[config.mk]
export PLATFORM = sky130hd
export DESIGN_NAME = bus_claim_select
export DESIGN_NICKNAME = d
export VERILOG_FILES = /design/src/rtl/claim_pkg.sv /design/src/rtl/bus_free_det.sv /design/src/rtl/id_prio_cmp.sv /design/src/rtl/phase_timer.sv /design/src/rtl/bus_claim_select.sv
export SDC_FILE = /design/constraint.sdc
export NUM_CORES = 1
export LEC_CHECK = 0
export ABC_AREA = 1
export ABC_CLOCK_PERIOD_IN_PS = 2400
export BUFFER_PORTS_ARGS = -buffer_cell sky130_fd_sc_hd__buf_2
export CAP_MARGIN = 15
export CORE_MARGIN = 1
export CORE_UTILIZATION = 40
export CTS_CLUSTER_DIAMETER = 200
export DETAILED_ROUTE_END_ITERATION = 12
export PLACE_DENSITY_LB_ADDON = 0.08
export RECOVER_POWER = 100
export SKIP_LAST_GASP = 1
export SYNTH_ARGS = -nofsm -noshare
export SYNTH_HDL_FRONTEND = slang
export SYNTH_SLANG_ARGS = --single-unit
[constraint.sdc]
create_clock -name clk -period 2.4 [get_ports clk]
set_input_delay 0.48 -clock clk [delete_from_list [all_inputs] [get_ports clk]]
set_output_delay 0.48 -clock clk [all_outputs]
set_load 0.005 [all_outputs]
[src/rtl/claim_pkg.sv]
package claim_pkg;

    typedef enum logic [3:0] {
        ST_IDLE,
        ST_FREE,
        ST_ARB,
        ST_LOST,
        ST_CLAIM,
        ST_ADDR,
        ST_WAIT,
        ST_REL_SEL,
        ST_REL_ATN,
        ST_FINISH,
        ST_FAIL
    } claim_state_e;

endpackage

[src/rtl/bus_free_det.sv]
module bus_free_det #(
    parameter int CYC = 4
) (
    input  logic clk,
    input  logic rst_n,
    input  logic en,
    input  logic bsy,
    input  logic sel,
    output logic free_ok
);
    localparam int CW = $clog2(CYC + 1);
    localparam logic [CW-1:0] LAST = CW'(CYC - 1);

    logic [CW-1:0] cnt_q;
    logic          idle_now;

    assign idle_now = !bsy && !sel;

    always_ff @(posedge clk or negedge rst_n) begin
        if (!rst_n) begin
            cnt_q <= '0;
        end else if (en && idle_now) begin
            if (cnt_q != LAST) begin
                cnt_q <= cnt_q + 1'b1;
            end
        end else begin
            cnt_q <= '0;
        end
    end

    assign free_ok = en && idle_now && (cnt_q == LAST);

endmodule

[src/rtl/id_prio_cmp.sv]
module id_prio_cmp #(
    parameter int W = 8
) (
    input  logic [W-1:0] own,
    input  logic [W-1:0] bus,
    output logic         higher
);
    logic [W-1:0] below_incl;
    logic [W-1:0] above;

    // Bits at and below the own position; everything else outranks us.
    assign below_incl = (own << 1) - 1'b1;
    assign above      = ~below_incl;
    assign higher     = |(bus & above);

endmodule

[src/rtl/phase_timer.sv]
module phase_timer #(
    parameter int W = 8
) (
    input  logic         clk,
    input  logic         rst_n,
    input  logic         clr,
    output logic [W-1:0] cnt
);
    always_ff @(posedge clk or negedge rst_n) begin
        if (!rst_n) begin
            cnt <= '0;
        end else if (clr) begin
            cnt <= '0;
        end else if (cnt != '1) begin
            cnt <= cnt + 1'b1;
        end
    end

endmodule

[src/rtl/bus_claim_select.sv]
module bus_claim_select
    import claim_pkg::*;
#(
    parameter int ID_W        = 8,
    parameter int FREE_CYC    = 4,
    parameter int ARB_CYC     = 3,
    parameter int SETTLE      = 2,
    parameter int SEL_TIMEOUT = 50000,
    parameter int RETRY_LIMIT = 64
) (
    input  logic            clk,
    input  logic            rst_n,
    input  logic            start,
    input  logic [ID_W-1:0] own_id,
    input  logic [ID_W-1:0] tgt_id,
    input  logic            bsy_in,
    input  logic            sel_in,
    input  logic [ID_W-1:0] data_in,
    output logic            bsy_out,
    output logic            sel_out,
    output logic            atn_out,
    output logic            data_oe,
    output logic [ID_W-1:0] data_out,
    output logic            done,
    output logic            result_ok,
    output logic            arb_lost
);
    localparam int MAX_A = (ARB_CYC > SETTLE) ? ARB_CYC : SETTLE;
    localparam int MAXC  = (SEL_TIMEOUT > MAX_A) ? SEL_TIMEOUT : MAX_A;
    localparam int TW    = $clog2(MAXC + 1);
    localparam int RW    = $clog2(RETRY_LIMIT + 1);

    localparam logic [TW-1:0] ARB_LAST    = TW'(ARB_CYC - 1);
    localparam logic [TW-1:0] SETTLE_LAST = TW'(SETTLE - 1);
    localparam logic [TW-1:0] SETTLE_MIN  = TW'(SETTLE);
    localparam logic [TW-1:0] WAIT_LAST   = TW'(SEL_TIMEOUT - 1);
    localparam logic [RW-1:0] RETRY_INIT  = RW'(RETRY_LIMIT);
    localparam logic [RW-1:0] RETRY_ONE   = RW'(1);

    claim_state_e  state_q, state_d;
    logic [RW-1:0] retry_q;
    logic [TW-1:0] tmr;
    logic          free_ok;
    logic          higher_seen;
    logic          lost_now;

    bus_free_det #(.CYC(FREE_CYC)) u_free (
        .clk     (clk),
        .rst_n   (rst_n),
        .en      (state_q == ST_FREE),
        .bsy     (bsy_in),
        .sel     (sel_in),
        .free_ok (free_ok)
    );

    id_prio_cmp #(.W(ID_W)) u_prio (
        .own    (own_id),
        .bus    (data_in),
        .higher (higher_seen)
    );

    phase_timer #(.W(TW)) u_tmr (
        .clk   (clk),
        .rst_n (rst_n),
        .clr   (state_d != state_q),
        .cnt   (tmr)
    );

    assign lost_now = sel_in || higher_seen;

    // Next-state decision.
    always_comb begin
        state_d = state_q;
        unique case (state_q)
            ST_IDLE: begin
                if (start) state_d = ST_FREE;
            end
            ST_FREE: begin
                if (free_ok) state_d = ST_ARB;
            end
            ST_ARB: begin
                if (tmr == ARB_LAST) begin
                    state_d = lost_now ? ST_LOST : ST_CLAIM;
                end
            end
            ST_LOST: begin
                state_d = (retry_q <= RETRY_ONE) ? ST_FAIL : ST_FREE;
            end
            ST_CLAIM: begin
                if (tmr == SETTLE_LAST) state_d = ST_ADDR;
            end
            ST_ADDR: begin
                if (tmr == SETTLE_LAST) state_d = ST_WAIT;
            end
            ST_WAIT: begin
                if (tmr >= SETTLE_MIN && bsy_in) begin
                    state_d = ST_REL_SEL;
                end else if (tmr == WAIT_LAST) begin
                    state_d = ST_FAIL;
                end
            end
            ST_REL_SEL: state_d = ST_REL_ATN;
            ST_REL_ATN: state_d = ST_FINISH;
            ST_FINISH:  state_d = ST_IDLE;
            ST_FAIL:    state_d = ST_IDLE;
            default:    state_d = ST_IDLE;
        endcase
    end

    // State register and retry budget.
    always_ff @(posedge clk or negedge rst_n) begin
        if (!rst_n) begin
            state_q <= ST_IDLE;
            retry_q <= '0;
        end else begin
            state_q <= state_d;
            if (state_q == ST_IDLE && start) begin
                retry_q <= RETRY_INIT;
            end else if (state_q == ST_LOST && retry_q != '0) begin
                retry_q <= retry_q - 1'b1;
            end
        end
    end

    // Output decode.
    always_comb begin
        bsy_out   = 1'b0;
        sel_out   = 1'b0;
        atn_out   = 1'b0;
        data_oe   = 1'b0;
        data_out  = '0;
        done      = 1'b0;
        result_ok = 1'b0;
        arb_lost  = 1'b0;
        unique case (state_q)
            ST_IDLE, ST_FREE: begin
            end
            ST_ARB: begin
                bsy_out  = 1'b1;
                data_oe  = 1'b1;
                data_out = own_id;
            end
            ST_LOST: begin
                arb_lost = 1'b1;
            end
            ST_CLAIM: begin
                bsy_out  = 1'b1;
                sel_out  = 1'b1;
                atn_out  = 1'b1;
                data_oe  = 1'b1;
                data_out = own_id;
            end
            ST_ADDR: begin
                bsy_out  = 1'b1;
                sel_out  = 1'b1;
                atn_out  = 1'b1;
                data_oe  = 1'b1;
                data_out = own_id | tgt_id;
            end
            ST_WAIT: begin
                sel_out  = 1'b1;
                atn_out  = 1'b1;
                data_oe  = 1'b1;
                data_out = own_id | tgt_id;
            end
            ST_REL_SEL: begin
                atn_out  = 1'b1;
                data_oe  = 1'b1;
                data_out = own_id | tgt_id;
            end
            ST_REL_ATN: begin
                data_oe  = 1'b1;
                data_out = own_id | tgt_id;
            end
            ST_FINISH: begin
                done      = 1'b1;
                result_ok = 1'b1;
            end
            ST_FAIL: begin
                done = 1'b1;
            end
            default: begin
            end
        endcase
    end

endmodule

==> results of run 1 <==
registers in the layout, summed over array words and instances, names as in the netlist:
name	count
u_tmr.cnt	16
u_free.cnt_q	3
retry_q	7
state_q	4
how the worst max path moves through the flow:
stage               startpoint             to  slack (ps)  cells after the start
global route        state_q[2]    data_out[6]          20                      9
detailed placement   own_id[0]  u_tmr.cnt[12]         110                     15
floorplan            own_id[0]   u_tmr.cnt[2]         480                     15
finish              state_q[3]    data_out[5]         160                      9
CTS                 state_q[0]    data_out[5]          30                      8
global placement     own_id[0]  u_tmr.cnt[14]         150                     15
logic make-up after synthesis:
group	Yosys count	share of synthesized area (%)
AO/OA/AOI/OAI	43	10.15
XOR/XNOR	4	1.420
adder cells (fa/ha/maj)	8	4.059
buffers and inverters	62	10.10
flip-flops	30	30.44
AND/OR/NAND/NOR	211	43.84
routing by layer:
layer	GRT usage [%]	part of all wire [%]	vias to the layer above	wire length [microns]
met5	0	0	-	0
met4	4.286	0.47	0	25
met3	3.295	3.8	2	204
met2	30.85	44	45	2327
met1	23.57	52	1003	2747
li1	-	-	1241	-
power by group through the flow:
stage                     registers [mW]  clock network, mW  logic, mW
after CTS                          0.723              0.443      0.722
after global placement             0.729                  0      0.709
after floorplan                    0.704                  0      0.569
after global routing               0.747              0.460      0.781
after detailed placement           0.731                  0      0.718
final                              0.726              0.426      0.672
stage by stage:
stage               utilization (%)  total power [mW]  hold WS [ps]
global placement              47.13             1.438         474.4
finish                        47.91             1.824         492.0
floorplan                         -             1.273         184.4
CTS                           48.75             1.889         263.4
global route                  47.91             1.987         528.4
detailed placement            47.13             1.449         480.1
what timing repair did:
item                                    4_1_cts  5_1_grt
endpoints found under the setup margin        2        7
hold buffers                                  0        0
gates resized for setup                       1        7
worst max-delay path: stages (launching register included):
cell and delay, ps:
dfrtp_2 460, nor2_4 140, clkinv_2 100, nor2_4 150, inv_2 60, nand2_1 100
nor2_4 70, buf_4 130, o21ai_0 130, buf_2 130
layout by cell type (no fill, tap or decap), types with 2 or more instances in the layout:
cell type / count
a21oi_1: 17
a22o_1: 2
buf_2: 36
buf_4: 3
clkbuf_1: 5
clkbuf_8: 6
clkinv_2: 2
dfrtp_1: 27
dfrtp_2: 3
ha_1: 8
inv_1: 49
inv_2: 10
nand2_1: 86
nand2_2: 6
nand3_1: 21
nand3_2: 2
nand3_4: 2
nand4_1: 4
nor2_1: 46
nor2_2: 6
nor2_4: 8
nor3_1: 19
nor3_2: 5
o21ai_0: 17
o21bai_1: 2
or2_1: 2
xor2_1: 4
area by class of cell:
class | instances | area (sq um)
Multi-Input combinational cell | 266 | 1420
Fill cell | 634 | 3084
Inverter | 60 | 226.5
Clock inverter | 2 | 12.51
Timing Repair Buffer | 46 | 246.5
Sequential cell | 30 | 754.5
Clock buffer | 6 | 82.58
Tap cell | 75 | 93.84
==> results_dict.tcl, run 1 <==
set metrics [dict create \
    drive_above_1_share_pct 23.41 \
    synth_cells 358 \
    fin_skew_ps 3.730 \
    p_sw_share_pct 39.19 \
    wirelength_mm 5.304 \
    irDropWorstVdd_uv 368.0 \
    post-place-cells 477 \
    clk_pin_slew_worst_paths_ps 70 \
    post-route-min-period_ps 2239 \
    ant_nets 0 \
    hold_viol 0 \
    yosysMostFrequentCell "nand2_1" \
    min_from "retry_q[3]" \
    placed_cell_area_sq_um 2790 \
    drt_iter0_drc 85 \
    clockPowerShare_pct 23.4 \
    holdCritPathClass "reg2reg" \
    syn_area_per_cell_sq_um 6.889 \
    crit_arrival_ps 1760 \
    net-switching-power_mw 0.7148 \
    clockBufferDepth 2 \
    post_cts_buffers 0 \
    p_per_area_nw_per_um2 643.0 \
    area_delta_synth_final_pct 15.02 \
    yosys-top-cells-count "nand2_1, inv_1, nor2_1, dfrtp_1, nand3_1" \
    worstSetupEndpointType "output pin" \
    first_global_vias 2153 \
    p_int_mw 1.109 \
    grt_first_pass_wirelength_mm 9.218 \
    worst-r2r-cell-count 12 \
    via_per_inst 4.724 \
    wl_per_cell_microns 10.94 \
    max_slew_margin_pct -9.804 \
    min_to "retry_q[3]" \
    synth-async-reset-ratio_pct 100.0 \
    drv_slew 31 \
    synth_edf_count 0 \
    crit_fanout 6 \
    post-route-drc-count 0 \
    clock_latency_ps 280 \
    dr.pass1.iters 4 \
    synth_seq_area_share_pct 30.44 \
    worst_pin_slew_ps 1647 \
    start_kind "register" \
    row_count 28 \
    cts_root_buffer "clkbuf_8" \
    start_util_pct 41.65 \
    timing.rr.start "u_tmr.cnt[1]" \
    rsz0062_at_grt "false" \
    syn_area_sq_um 2466 \
    n_antenna_cell 0 \
    dieArea_sq_um 6483 \
    io_buffers 42 \
    io_pins 44 \
    fin_tns_setup_ps 0 \
    rr_endpoint "u_tmr.cnt[5]" \
    fmax_mhz 446.6 \
    violations "capacitance limit, slew limit" \
    design_area_sq_um 2836 \
    grt_max_degree 31 \
    synth_area_leaders "dfrtp_1, nand2_1, inv_1, nor2_1, nor3_2" \
    h-tree-depth 2 \
    pwr-share-seq_pct 39.8 \
    yosys_warnings 0 \
    pre_cts_ws_ps 106.7 \
    routed-via-count 2291 \
    cap_violations 1 \
    dieHeight_microns 80.52 \
    yosysTopAreaCellShare_pct 30.44 \
    crit_type "reg2out" \
    comb_power_share_pct 36.8 \
    worstPathRequired_ps 1920 \
    synth_flop_cell "dfrtp_1" \
    synth_top_cell_by_area "dfrtp_1" \
    p_leak_nw 1.431 \
    core_region_area_sq_um 5921 \
    period_share_pct 93.30 \
    r2r_slack_ps 310 \
    nets 446 \
    ys_seq_elements 30 \
    overflow 0 \
    status "finished with violations" \
    fp.dieW_microns 80.52 \
    clkSinkCount 30 \
    synthDistinctLibCells 33 \
    final_cells 485 \
    worst_slack_ps 160.8 \
    holdPathStages 1 \
    cts_tree "done" \
    antenna_found_initial 0 \
    grt_usage_pct 18.13 \
    synthesis.nets 395 \
    place_congestion 0.8192 \
    cts_buffers 5 \
    setup_violations 0 \
    dp_hpwl_mm 4.166 \
]
(Power assumes the default switching activity.)
==> inputs of run 2 (changes only) <==
==> constraint.sdc (replaced) <==
create_clock -name clk -period 2.4 [get_ports clk]
set_input_delay 0.48 -clock clk [delete_from_list [all_inputs] [get_ports clk]]
set_output_delay 0.48 -clock clk [all_outputs]
set_load 0.02 [all_outputs]
==> run 2 against run 1 <==
Net effect: the run still ends with capacitance limit, slew limit left; non-clock buffer count rose by 4; critical endpoint unchanged; via count rose by 1.8%; setup slack got worse by 32 ps; largest power group is now combinational cells; largest cell class unchanged.
==> results_dict.tcl, run 2 (same netlist as run 1, synthesis figures left out) <==
set metrics [dict create \
    largest_reg_flops 16 \
    overflow 0 \
    fillers 613 \
    cts_root_buffer "clkbuf_8" \
    final_cells 489 \
    dr.pass1.iters 4 \
    grt_usage_pct 18.15 \
    grt_max_degree 31 \
    status "finished with violations" \
    clkSinkCount 30 \
    wl_per_cell_microns 10.88 \
    cts_buffers 5 \
    worst_pin_slew_ps 1634 \
    clk_pin_slew_worst_paths_ps 70 \
    worstPathRequired_ps 1920 \
    place_congestion 0.8192 \
    period_share_pct 94.63 \
    post-route-min-period_ps 2271 \
    design_area_sq_um 2952 \
    dieHeight_microns 80.52 \
    setup_violations 0 \
    fin_skew_ps 5.238 \
    placed_cell_area_sq_um 2790 \
    max_slew_margin_pct -8.916 \
    cap_violations 1 \
    top_register "u_tmr.cnt" \
    ctsHoldBuffers 0 \
    io_pins 44 \
    critPathBufInv 5 \
    worstSetupEndpointType "output pin" \
    rsz0062_at_grt "true" \
    post-place-cells 477 \
    crit_slowest_cell "dfrtp_2" \
    final_cell_mix "nand2_1, inv_1, nor2_1" \
    p_per_area_nw_per_um2 638.2 \
    clockBufferDepth 2 \
    start_kind "register" \
    finalPower_mw 1.884 \
    h-tree-depth 2 \
    crit_fanout 6 \
    crit_arrival_ps 1790 \
    post-route-drc-count 0 \
    nets 450 \
    antenna_found_initial 0 \
    drive_above_1_share_pct 29.47 \
    start_util_pct 41.65 \
    critPathTopFamily "buffers and inverters" \
    fp.dieW_microns 80.52 \
    holdCritPathClass "reg2reg" \
    n_antenna_cell 0 \
    violations "capacitance limit, slew limit" \
    dp_hpwl_mm 4.166 \
    multi_input_area_sq_um 1484 \
    cts_tree "done" \
    final_common_cell "nand2_1" \
    top_regs "u_tmr.cnt: 16 flops, retry_q: 7 flops, state_q: 4 flops" \
    drt_iter0_drc 72 \
    core_region_area_sq_um 5921 \
    irDropWorstVdd_uv 378.8 \
    critPathMaxStageDelay_ps 430 \
    first_global_vias 2154 \
    area_delta_synth_final_pct 19.69 \
    p_leak_nw 1.475 \
    grt_first_pass_wirelength_mm 9.232 \
    fmax_mhz 440.3 \
    dieArea_sq_um 6483 \
    drv_slew 31 \
    wirelength_mm 5.322 \
    routed-via-count 2333 \
    clock_latency_ps 280 \
    via_per_inst 4.771 \
    seq_area_sq_um 755.7 \
    ant_nets 0 \
    hold_viol 0 \
    worstPathCellList "buf_12 -> nor2_4 -> inv_2 -> nor2_2 -> a21oi_1 -> inv_2 -> nor2_4 -> buf_4 -> o21ai_0 -> buf_2" \
    crit_type "reg2out" \
    io_buffers 42 \
    row_count 28 \
]
-- run 2: path summary, 6_finish.rpt --
check | start | endpoint | slack, ps | cells after the start
setup / recovery | state_q[1] | data_out[5] | 130 | 10
hold / removal | retry_q[3] | retry_q[3] | 490 | 1
hold reg to reg | retry_q[3] | retry_q[3] | 490 | 1
min in group asynchronous | rst_n | retry_q[4] | 600 | 1
max in group asynchronous | rst_n | state_q[2] | 730 | 1
setup reg to reg | u_tmr.cnt[0] | u_tmr.cnt[10] | 420 | 13
-- run 2: layout make-up --
type,instances,share of cell area [%]
multi-input cells,266,50.28
well taps,75,3.179
clock inverters,2,0.4239
flip-flops and latches,30,25.60
repair buffers,50,10.05
inverters,60,7.673
clock buffers,6,2.798
-- run 2: timing repair --
action                     4_1_cts  5_1_grt
setup endpoints to repair        5        8
gates resized for setup          3        7
buffers inserted                 0        4
pin swaps                        0        1
hold endpoints to repair         0        0
-- run 2: worst reg2reg max path: stages (launching register included) --
cell and delay [ps]:
dfrtp_1 400, inv_1 120, ha_1 180, and2_4 150, nand2_4 60, nor2_4 110
nand2_2 50, nor2_2 80, nand2_2 70, nand2_2 80, nand2_2 60, nand2_2 80
nand3_4 230, nor3_1 220
-- run 2: metrics by stage --
| step | util (%) | setup slack (ps) | TNS [ps] | hold slack [ps] |
|---|---|---|---|---|
| detailed placement | 47.13 | 106.7 | 0 | 480.1 |
| floorplan | - | 341.9 | 0 | 184.4 |
| global placement | 47.13 | 148.9 | 0 | 474.4 |
| CTS | 48.86 | 14.90 | 0 | 263.3 |
| finish | 49.85 | 128.8 | 0 | 491.5 |
| global route | 49.85 | -10.34 | -10.34 | 528.4 |
-- run 2: where the power goes --
group / switching (mW) / leakage (nW) / total [mW] / internal [mW]
Sequential: 0.112 / 0.390 / 0.721 / 0.609
Combinational: 0.432 / 1.04 / 0.736 / 0.304
Clock: 0.196 / 0.0472 / 0.427 / 0.230
-- run 2: layer usage --
layer	track usage, %	up-vias	share of wire [%]
met5	0	-	0
met4	4.286	0	0.47
met3	3.295	2	3.8
met2	30.93	41	45
met1	23.57	1040	51
li1	-	1250	-
==> inputs of run 3 (changes only) <==
--- a/config.mk
+++ b/config.mk
@@ -9,6 +9,7 @@
 export ABC_CLOCK_PERIOD_IN_PS = 2400
 export BUFFER_PORTS_ARGS = -buffer_cell sky130_fd_sc_hd__buf_2
 export CAP_MARGIN = 15
+export CORE_ASPECT_RATIO = 1.75
 export CORE_MARGIN = 1
 export CORE_UTILIZATION = 40
 export CTS_CLUSTER_DIAMETER = 200
==> run 3 against run 2 <==
Net effect: the flow still finishes with violations (capacitance limit, slew limit); wire length grew 10%; register-to-register slack lost 140 ps; sequential power shrank 1%; via count is essentially flat; power grew 2.7%; die area grew 0.19%; maximum frequency grew 0.47%; critical endpoint is now data_out[4]; highest routed layer unchanged.
==> results_dict.tcl, run 3 (same netlist as run 1, synthesis figures left out) <==
set metrics [dict create \
    crit_top_cell "inv_2" \
    seq_area_sq_um 753.2 \
    holdCritPathClass "reg2reg" \
    p_per_area_nw_per_um2 654.8 \
    top_register "u_tmr.cnt" \
    core_region_area_sq_um 5926 \
    critPathMaxStageDelay_ps 400 \
    cap_violations 1 \
    worst_slack_ps 139.4 \
    worst_pin_slew_ps 1696 \
    fmax_mhz 442.4 \
    n_antenna_cell 0 \
    final_core_util_pct 49.87 \
    via_per_inst 4.740 \
    post-route-min-period_ps 2261 \
    crit_arrival_ps 1780 \
    place_congestion 0.8092 \
    fin_skew_ps 8.289 \
    final_cells 492 \
    dp_hpwl_mm 4.678 \
    drv_slew 31 \
    multi_input_area_sq_um 1485 \
    ant_nets 0 \
    timing.rr.start "state_q[2]" \
    worstPathCellList "buf_4 -> nor2_2 -> inv_2 -> nor2_4 -> inv_2 -> nand2_1 -> nor2_4 -> inv_2 -> a22o_1 -> buf_2" \
    clock_latency_ps 280 \
    min_from "retry_q[3]" \
    area_delta_synth_final_pct 19.84 \
    grt_first_pass_wirelength_mm 9.522 \
    drive_above_1_share_pct 29.23 \
    nets 450 \
    post-place-cells 478 \
    crit_start "state_q[0]" \
    clkSinkCount 30 \
    io_buffers 42 \
    cts_tree "done" \
    violations "capacitance limit, slew limit" \
    final_common_cell "nand2_1" \
    drt_iter0_drc 78 \
    start_util_pct 41.62 \
    grt_max_degree 31 \
    start_kind "register" \
    max_slew_margin_pct -13.04 \
    dieArea_sq_um 6496 \
    crit_fanout 8 \
    io_pins 44 \
    grt_usage_pct 19.62 \
    dr.pass1.iters 4 \
    worstSetupEndpointType "output pin" \
    rsz0062_at_grt "true" \
    routed-via-count 2332 \
    crit_slowest_cell "dfrtp_1" \
    fillers 664 \
    crit_type "reg2out" \
    fp.dieW_microns 61.36 \
    fin_tns_setup_ps 0 \
    post-route-drc-count 0 \
    h-tree-depth 2 \
    hold_viol 0 \
    p_leak_nw 1.488 \
    largest_reg_flops 16 \
    r2r_slack_ps 280 \
    irDropWorstVdd_uv 517.4 \
    cts_root_buffer "clkbuf_8" \
    wirelength_mm 5.862 \
    final_cell_mix "nand2_1, inv_1, nor2_1" \
    period_share_pct 94.19 \
    status "finished with violations" \
    critPathTopFamily "buffers and inverters" \
    top_regs "u_tmr.cnt: 16 flops, retry_q: 7 flops, state_q: 4 flops" \
    critPathBufInv 5 \
    first_global_vias 2277 \
    cts_buffers 5 \
    clockBufferDepth 2 \
    finalPower_mw 1.935 \
    clk_pin_slew_worst_paths_ps 70 \
    pre_cts_ws_ps 8.718 \
    row_count 37 \
    overflow 0 \
    wl_per_cell_microns 11.91 \
    antenna_found_initial 0 \
    dieHeight_microns 105.9 \
    setup_violations 0 \
    worstPathRequired_ps 1920 \
]
[run 3: cell count changes in the layout (fill, tap and decap cells not counted), sizes merged]
| cell | change |
|---|---|
| clkinv | +1 |
| clkinvlp | -1 |
| clkbuf | -1 |
| bufinv | +1 |
[run 3: per-stage QoR]
step / area (sq um) / hold WS, ps
after floorplan: 2466 / 184.4
after global placement: 2766 / 470.9
after detailed placement: 2766 / 478.5
after CTS: 2880 / 273.1
after global routing: 2955 / 527.2
final: 2955 / 487.4
[run 3: worst paths after layout]
check | end | cells past startpoint
setup / recovery | data_out[4] | 10
hold / removal | retry_q[3] | 1
setup reg to reg | u_tmr.cnt[12] | 12
hold reg to reg | retry_q[3] | 1
max in group asynchronous | state_q[3] | 1
min in group asynchronous | u_tmr.cnt[11] | 1
[run 3: metal layers]
layer	wire (microns)	share of wire, %	GRT usage (%)	vias to the layer above
met5	0	0	0	-
met4	142	2.4	8.254	0
met3	199	3.4	2.577	12
met2	3426	58	40.30	44
met1	2094	36	16.92	1033
li1	-	-	-	1243
[run 3: worst register-to-register path, stage by stage (launching register included)]
cell	delay, ps
dfrtp_1	420
buf_4	160
nor2_4	110
clkinv_2	100
buf_4	140
nor2_1	70
o21ai_1	80
nand2_1	70
nor2_1	40
nand2_1	70
a21oi_2	50
a21oi_4	530
nor3_1	130
[run 3: power breakdown]
group	total, mW	switching, mW	leakage (nW)	internal [mW]
combinational	0.718	0.440	1.04	0.279
sequential	0.712	0.103	0.392	0.608
clock	0.505	0.200	0.0579	0.305
[run 3: cell type report]
class | instances | share of cell area, %
Sequential cell | 30 | 25.49
Tap cell | 78 | 3.302
Inverter | 60 | 7.748
Clock buffer | 5 | 2.329
Multi-Input combinational cell | 266 | 50.25
Timing Repair Buffer | 50 | 9.526
Clock inverter | 3 | 1.355
[run 3: timing repair]
item / 4_1_cts / 5_1_grt
gates resized for setup: 1 / 9
endpoints found under the setup margin: 1 / 8
setup buffers: 0 / 6
pin swaps: 0 / 1
hold buffers: 0 / 0
